===== config.mk =====
export PLATFORM = sky130hd
export DESIGN_NAME = irqf_top
export DESIGN_NICKNAME = d
export VERILOG_FILES = /design/src/rtl/irqf_pkg.sv /design/src/rtl/irqf_sticky_flag.sv /design/src/rtl/irqf_irq_gen.sv /design/src/rtl/irqf_top.sv
export SDC_FILE = /design/constraint.sdc
export NUM_CORES = 1
export LEC_CHECK = 0
export ABC_AREA = 1
export BUFFER_PORTS_ARGS = -buffer_cell sky130_fd_sc_hd__buf_4
export CORE_UTILIZATION = 46
export CTS_BUF_LIST = sky130_fd_sc_hd__clkbuf_16
export CTS_CLUSTER_DIAMETER = 60
export CTS_CLUSTER_SIZE = 12
export DETAILED_ROUTE_END_ITERATION = 8
export GPL_ROUTABILITY_DRIVEN = 0
export GPL_TIMING_DRIVEN = 0
export PLACE_DENSITY = 0.74
export SKIP_LAST_GASP = 1
export SLEW_MARGIN = 40
export SYNTH_ARGS = -nofsm -noshare
export SYNTH_HDL_FRONTEND = slang
export SYNTH_SLANG_ARGS = --single-unit

===== constraint.sdc =====
create_clock -name clk -period 1.19 [get_ports clk]
set_input_delay 0.0595 -clock clk [delete_from_list [all_inputs] [get_ports clk]]
set_output_delay 0.0595 -clock clk [all_outputs]
set_load 0.01 [all_outputs]

===== src/rtl/irqf_pkg.sv =====
package irqf_pkg;
  // register byte offsets
  localparam int OFS_FLAG = 0;
  localparam int OFS_MASK = 4;
  localparam int OFS_STAT = 8;

  // flag / enable bit positions
  localparam int B_OC  = 0;
  localparam int B_HV  = 1;
  localparam int B_LV  = 2;
  localparam int B_HT  = 3;
  localparam int B_LIN = 4;
  localparam int NSRC  = 5;

  // sub-flag bit positions in the status register
  localparam int S_BR  = 0;
  localparam int S_SUP = 1;
  localparam int NSUB  = 2;
endpackage


===== src/rtl/irqf_sticky_flag.sv =====
module irqf_sticky_flag (
  input  logic clk,
  input  logic rst,
  input  logic cond,
  input  logic clr,
  output logic flag
);
  // set has priority over clear; a clear while the condition holds is lost
  always_ff @(posedge clk) begin
    if (rst)       flag <= 1'b0;
    else if (cond) flag <= 1'b1;
    else if (clr)  flag <= 1'b0;
  end

  AST_SET_WINS: assert property (@(posedge clk) disable iff (rst)
    cond |=> flag);
  AST_CLEAR_TAKES: assert property (@(posedge clk) disable iff (rst)
    (clr && !cond) |=> !flag);
  AST_FLAG_STICKY: assert property (@(posedge clk) disable iff (rst)
    (flag && !clr) |=> flag);
endmodule


===== src/rtl/irqf_irq_gen.sv =====
module irqf_irq_gen #(
  parameter int N = 5
) (
  input  logic         clk,
  input  logic         rst,
  input  logic [N-1:0] flags,
  input  logic [N-1:0] enables,
  output logic         irq
);
  logic [N-1:0] active;
  assign active = flags & enables;

  always_ff @(posedge clk) begin
    if (rst) irq <= 1'b0;
    else     irq <= |active;
  end

  AST_IRQ_MASKED: assert property (@(posedge clk) disable iff (rst)
    (enables == '0) |=> !irq);
  AST_IRQ_FOLLOWS: assert property (@(posedge clk) disable iff (rst)
    (flags[0] && enables[0]) |=> irq);
endmodule


===== src/rtl/irqf_top.sv =====
module irqf_top
  import irqf_pkg::*;
#(
  parameter int ADDR_W = 4,
  parameter int DATA_W = 8
) (
  input  logic              clk,
  input  logic              rst,
  input  logic [ADDR_W-1:0] addr,
  input  logic [DATA_W-1:0] wdata,
  input  logic              we,
  output logic [DATA_W-1:0] rdata,
  input  logic              cond_lv,
  input  logic              cond_hv,
  input  logic              cond_ht,
  input  logic              cond_lin,
  input  logic              cond_oc_sup,
  input  logic              cond_oc_br,
  output logic              irq
);
  localparam logic [ADDR_W-1:0] A_FLAG = ADDR_W'(OFS_FLAG);
  localparam logic [ADDR_W-1:0] A_MASK = ADDR_W'(OFS_MASK);
  localparam logic [ADDR_W-1:0] A_STAT = ADDR_W'(OFS_STAT);

  logic wr_flag, wr_mask, wr_stat;
  assign wr_flag = we && (addr == A_FLAG);
  assign wr_mask = we && (addr == A_MASK);
  assign wr_stat = we && (addr == A_STAT);

  // condition vectors in register bit order
  logic [NSRC-1:0] cond_main;
  logic [NSUB-1:0] cond_sub;
  always_comb begin
    cond_main        = '0;
    cond_main[B_HV]  = cond_hv;
    cond_main[B_LV]  = cond_lv;
    cond_main[B_HT]  = cond_ht;
    cond_main[B_LIN] = cond_lin;
    cond_sub         = '0;
    cond_sub[S_BR]   = cond_oc_br;
    cond_sub[S_SUP]  = cond_oc_sup;
  end

  logic [NSRC-1:0] flag_q;
  logic [NSUB-1:0] sub_q;
  logic            oc_any;

  // direct flags: every bit except the derived over-current bit
  for (genvar i = 1; i < NSRC; i++) begin : g_main
    irqf_sticky_flag u_flag (
      .clk (clk),
      .rst (rst),
      .cond(cond_main[i]),
      .clr (wr_flag && wdata[i]),
      .flag(flag_q[i])
    );
  end

  for (genvar j = 0; j < NSUB; j++) begin : g_sub
    irqf_sticky_flag u_sub (
      .clk (clk),
      .rst (rst),
      .cond(cond_sub[j]),
      .clr (wr_stat && wdata[j]),
      .flag(sub_q[j])
    );
  end

  assign oc_any       = |sub_q;
  assign flag_q[B_OC] = oc_any;

  logic [NSRC-1:0] mask_q;
  always_ff @(posedge clk) begin
    if (rst)          mask_q <= '0;
    else if (wr_mask) mask_q <= wdata[NSRC-1:0];
  end

  always_ff @(posedge clk) begin
    if (rst) begin
      rdata <= '0;
    end else begin
      unique case (addr)
        A_FLAG:  rdata <= DATA_W'(flag_q);
        A_MASK:  rdata <= DATA_W'(mask_q);
        A_STAT:  rdata <= DATA_W'(sub_q);
        default: rdata <= '0;
      endcase
    end
  end

  irqf_irq_gen #(.N(NSRC)) u_irq (
    .clk    (clk),
    .rst    (rst),
    .flags  (flag_q),
    .enables(mask_q),
    .irq    (irq)
  );

  AST_OC_CLEAR_PATH: assert property (@(posedge clk) disable iff (rst)
    $fell(oc_any) |-> $past(wr_stat));
  AST_MASK_WRITE_ONLY: assert property (@(posedge clk) disable iff (rst)
    !wr_mask |=> $stable(mask_q));
endmodule


; ---- After elaboration in Yosys (flattened, before gate mapping)
; Cells that the tools add are included.
[classes]
n_eq_ne = 2
n_mux = 13
bitwise = 1
n_reduce_logical = 18
[op_table]
columns = op, n
row1 = one-hot mux 5 bit (3 select lines), 1
row2 = two-way mux 1 bit, 12
row3 = nonzero test 2 bit, 6
row4 = logical AND 1 bit, 9
row5 = AND 5 bit, 1
row6 = OR reduction 5 bit, 1
row7 = equality test 4 x 3 -> 1 bit (second input constant), 1
row8 = equality test 4 bit (second input constant), 1
row9 = logical NOT 4 bit, 1
row10 = OR reduction 2 bit, 1
[totals]
regBits = 20
in_bits = 21
out_inout_bits = 9

; ---- Logic depth before layout (Yosys ltp)
[depth]
word_depth = 5
ltp_mapped = 6

; ---- Hierarchy
; A second synthesis with hierarchy kept.
[unflattened]
cells_unflattened = 119
hier_area_um2 = 823.3
[by_module_without_submodules]
columns = module, n_inst, cells_per_inst, area_each_um2, seq_area_each_um2
row1 = irqf_top, 1, 79, 525.5, 200.2
row2 = irqf_sticky_flag, 6, 5, 40.0, 20.0
row3 = irqf_irq_gen, 1, 10, 57.6, 20.0

; ---- Worst setup path after synthesis
; No wires, ideal clock.
[synth_timing]
path_type = register to register
start = reg g_sub[1].u_sub.flag
end = reg rdata[0]
setup_ns = 0.109
arrival_ns = 0.789
t_required_ns = 1.081
path_slack_ns = 0.292
path_stages_with_launch = 6
synth_period_minus_slack_ns = 0.898
path_cell_list = dfxtp_1 -> or2_2 -> nand3_1 -> nand3_1 -> nand2_1 -> inv_1
[synth_via]
elab_chain_cells = 2
[synth_lines]
columns = item, line
row1 = start: declaration, irqf_sticky_flag.sv:6  ; output logic flag
row2 = start signal: assignment, irqf_sticky_flag.sv:10  ; if (rst) flag <= 1'b0;
row3 = start signal: assignment, irqf_sticky_flag.sv:11  ; else if (cond) flag <= 1'b1;
row4 = start signal: assignment, irqf_sticky_flag.sv:12  ; else if (clr) flag <= 1'b0;
row5 = OR reduction 2 bit, irqf_top.sv:69  ; assign oc_any = |sub_q;
row6 = one-hot mux 5 bit (3 select lines), irqf_top.sv:82  ; unique case (addr)
row7 = end signal: assignment, irqf_top.sv:83  ; A_FLAG: rdata <= DATA_W'(flag_q);
row8 = end signal: assignment, irqf_top.sv:84  ; A_MASK: rdata <= DATA_W'(mask_q);
row9 = end signal: assignment, irqf_top.sv:85  ; A_STAT: rdata <= DATA_W'(sub_q);
row10 = end: declaration, irqf_top.sv:12  ; output logic [DATA_W-1:0] rdata,
; No other way between the ends.
; A chain may end at the register's enable or synchronous reset.

; ---- Worst setup path after layout
; Ends and elaborated chain as after synthesis.

==> qor_table.md <==
| Parameter | Value | Unit |
|:---|:---|:---|
| Synth unique cells | 15 | - |
| Post-synthesis area per instance | 7.02 | um^2 |
| Number of placed cells counting well taps | 152 | - |
| CORE AREA | 1560 | um^2 |
| Reg2Reg Depth | 5 | - |
| Worst-path clk slew | 50 | ps |
| Pwr Density | 1350 | nW/um^2 |
| Biggest cell delay along the critical path | 320 | ps |
| Net Sw Frac | 22.1 | % |
| Hold_buf cts | 0 | - |
| Total wire length | 1670 | um |
| CP max FO | 3 | - |
| Cell with the biggest individual delay on the critical path | dfxtp_1 | - |
| Synth Instances | 112 | - |
| Failing checks | design-rule violations | - |
| Count of cells resized by post-cts repair | 0 | - |
| Area growth from synthesis to layout | 34.7 | % |
| Vias | 782 | - |
| Flop2flop setup slack | 230 | ps |
| Count of antenna diodes in the layout | 0 | - |
| Max-cap viol count | 0 | - |
| Internal Dissipation | 0.00111 | W |
| Worst slack at placement | 210 | ps |
| Aggregate negative setup slack | 0 | ps |
| RSZ-0062 raised after global routing | false | - |
| Sequential fraction of the synthesis area | 43.3 | % |
| Post-route fraction of the period consumed by the critical path | 80.3 | % |
| Logic pwr share | 10.5 | % |
| Final Max Slew Viols | 0 | - |
| Detailed-placement wirelength estimate | 1210 | um |
| Total congestion overflow | 0 | - |
| Worst hold endpoint | mask_q[2]$_SDFFE_PP0P_ | - |
| Proportion of layout cells with a drive suffix above 1 | 25.7 | % |
| Clock Path Buffers | 2 | - |
| Worst path most repeated cell | nand3_1 | - |
| Number of stages on the worst hold path | 3 | - |
| Via count normalized by instance count | 5.01 | - |
| CTS H-Tree Depth | 1 | - |
| Net count of the finished layout | 162 | - |
| Critical path type | reg2reg | - |
| Worst hold slack after final layout | 55.7 | ps |
| Maximum number of pins on one net before global-route repair | 11 | - |
| Wire length of the first global-routing pass | 2770 | um |
| Yosys reg bits | 17 | - |
| First DRT Iteration DRCs | 19 | - |
| Final non-filler cell area | 1060 | um^2 |
| Crit path required time | 1340 | ps |
| Net switching component of the power | 0.000316 | W |
| CTS root buf | clkbuf_16 | - |
| Worst setup EP type | register | - |
| Instance area at placement | 978 | um^2 |
| Warning count from the yosys run | 0 | - |
| Terminus of the critical flop-to-flop path | rdata[0]$_SDFF_PP0_ | - |
| TritonCTS clock tree | yes | - |
| Final min period | 956 | ps |
| Die outline width | 43.3 | um |
| Launching element type of the critical path | register | - |
| Hold crit path type | in2reg | - |
| Post-route DRC | 7 | - |
| Total number of placement rows | 14 | - |
| Sequence of cells on the critical path | or2_2, nand3_1, nand3_1, nand2_1, inv_1 | - |
| Starting Density | 50.4 | % |
| Drt first pass iters | 6 | - |
| Via count of the first global-routing pass | 670 | - |
| Crit path setup slack, layout | 234 | ps |
| Postcts setup bufs | 0 | - |
| Netlist Area Pre-Place | 786 | um^2 |
| Flop pwr share | 42.4 | % |
| Clk Latency, worst-skew pair | 250 | ps |
| Result of the run | finished with violations | - |
| Total clock sinks | 17 | - |
| Vertical die dimension | 43.3 | um |
| Critical R2R Launch | g_sub[1].u_sub.flag$_SDFFE_PP0P_ | - |
| Highest clock frequency the design can meet | 1050 | MHz |
| Post-detailed-route wirelength per cell | 10.7 | um |
| Data arrival, critical path | 1100 | ps |
| Overall Global Routing Usage | 19.6 | % |
| Number of primary I/O pins | 30 | - |
| Port Buf Inserts | 22 | - |
| Number of antenna-violating nets in the routed design | 0 | - |
| Number of non-filler instances in the completed layout | 156 | - |
| Antenna violations before repair | 0 | - |
| Final clock skew | 3.45 | ps |
| Number of buffers added by the clock tree synthesis step | 3 | - |
| Area of the die | 1880 | um^2 |
| Highest-count cells in the layout ignoring fill and taps | 26 x buf_4, 26 x nand2_1, 17 x dfxtp_1, 16 x inv_1 | - |
| Proportion of power drawn by the clock network | 47.1 | % |
| Peak ir drop on the vdd network | 1010 | uV |
| Setup-failing EPs final | 0 | - |
| Leakage power of the design | 0.542 | nW |
| Total count of hold-check failures in the final report | 0 | - |
| Startpoint of the lowest-slack hold path | wdata[2] | - |
-- state kept, by name, summed over array words and instances, names as in the netlist --
register,cells
u_irq.irq,1
g_main.u_flag.flag,4
g_sub.u_sub.flag,2
mask_q,5
rdata,5
-- through the flow --
step	util (%)	power (W)
global route	67.9	0.00147
finish	67.9	0.00143
floorplan	-	0.000694
CTS	67.9	0.00144
detailed placement	62.8	0.000766
global placement	62.8	0.000762
-- kinds of logic after synthesis --
logic type / count (synthesis) / share of synthesized area (%)
buf+inv: 22 / 12.6
flops: 17 / 43.3
compound gates: 11 / 7.01
simple gates: 61 / 36.6
other cells: 1 / 0.477
-- Yosys cell counts --
cell	number	area share, %
nor2_4	1	1.4
a21oi_1	11	7.0
clkbuf_2	1	0.64
nand2_1	26	12
conb_1	1	0.48
nor2_1	12	5.7
buf_4	4	3.8
clkbuf_1	1	0.48
inv_1	16	7.6
nand3_1	12	7.6
nor2_2	2	1.6
or2_2	1	0.80
nand4_1	6	4.8
dfxtp_1	17	43
nand3_4	1	2.2
-- worst max-delay path: cells and delay by family, from the launching register on --
family	cells	cell delay [ps]
flip-flops	1	320
AND/OR/NAND/NOR	4	500
buffers and inverters	1	40
-- cell type report --
cell class | instances | area (um^2)
sequential | 17 | 340
fill | 140 | 500
clock inverter | 1 | 5.00
tap | 16 | 20.0
inverter | 16 | 60.1
clock buffer | 3 | 75.1
multi-input combinational | 75 | 354
timing repair buffer | 22 | 165
buffer | 6 | 38.8
-- worst max-delay path by stage --
stage                                           startpoint  cells after the start  slack [ps]                               end
after floorplan           g_sub[1].u_sub.flag$_SDFFE_PP0P_                      5         290               rdata[0]$_SDFF_PP0_
after global placement                             addr[1]                      6         230  g_sub[0].u_sub.flag$_SDFFE_PP0P_
after detailed placement                           addr[1]                      6         210  g_sub[0].u_sub.flag$_SDFFE_PP0P_
after CTS                 g_sub[1].u_sub.flag$_SDFFE_PP0P_                      5         240               rdata[0]$_SDFF_PP0_
after global routing      g_sub[1].u_sub.flag$_SDFFE_PP0P_                      5         180               rdata[0]$_SDFF_PP0_
final                     g_sub[1].u_sub.flag$_SDFFE_PP0P_                      5         230               rdata[0]$_SDFF_PP0_
-- power by group through the flow --
stage          logic (W)  clock network, W  registers (W)
4_1_cts         0.000149          0.000684       0.000606
5_1_grt         0.000167          0.000697       0.000607
2_1_floorplan  0.0000788                 0       0.000616
3_5_place_dp    0.000149                 0       0.000618
3_3_place_gp    0.000146                 0       0.000617
6_report        0.000150          0.000674       0.000606
-- per-layer routing --
| layer | global-route usage [%] | wire length, um |
|---|---|---|
| met5 | 0 | 0 |
| met4 | 7.50 | 23 |
| met3 | 4.17 | 126 |
| met2 | 29.1 | 748 |
| met1 | 28.0 | 774 |
Note: power is estimated with default switching activity, not from simulation.
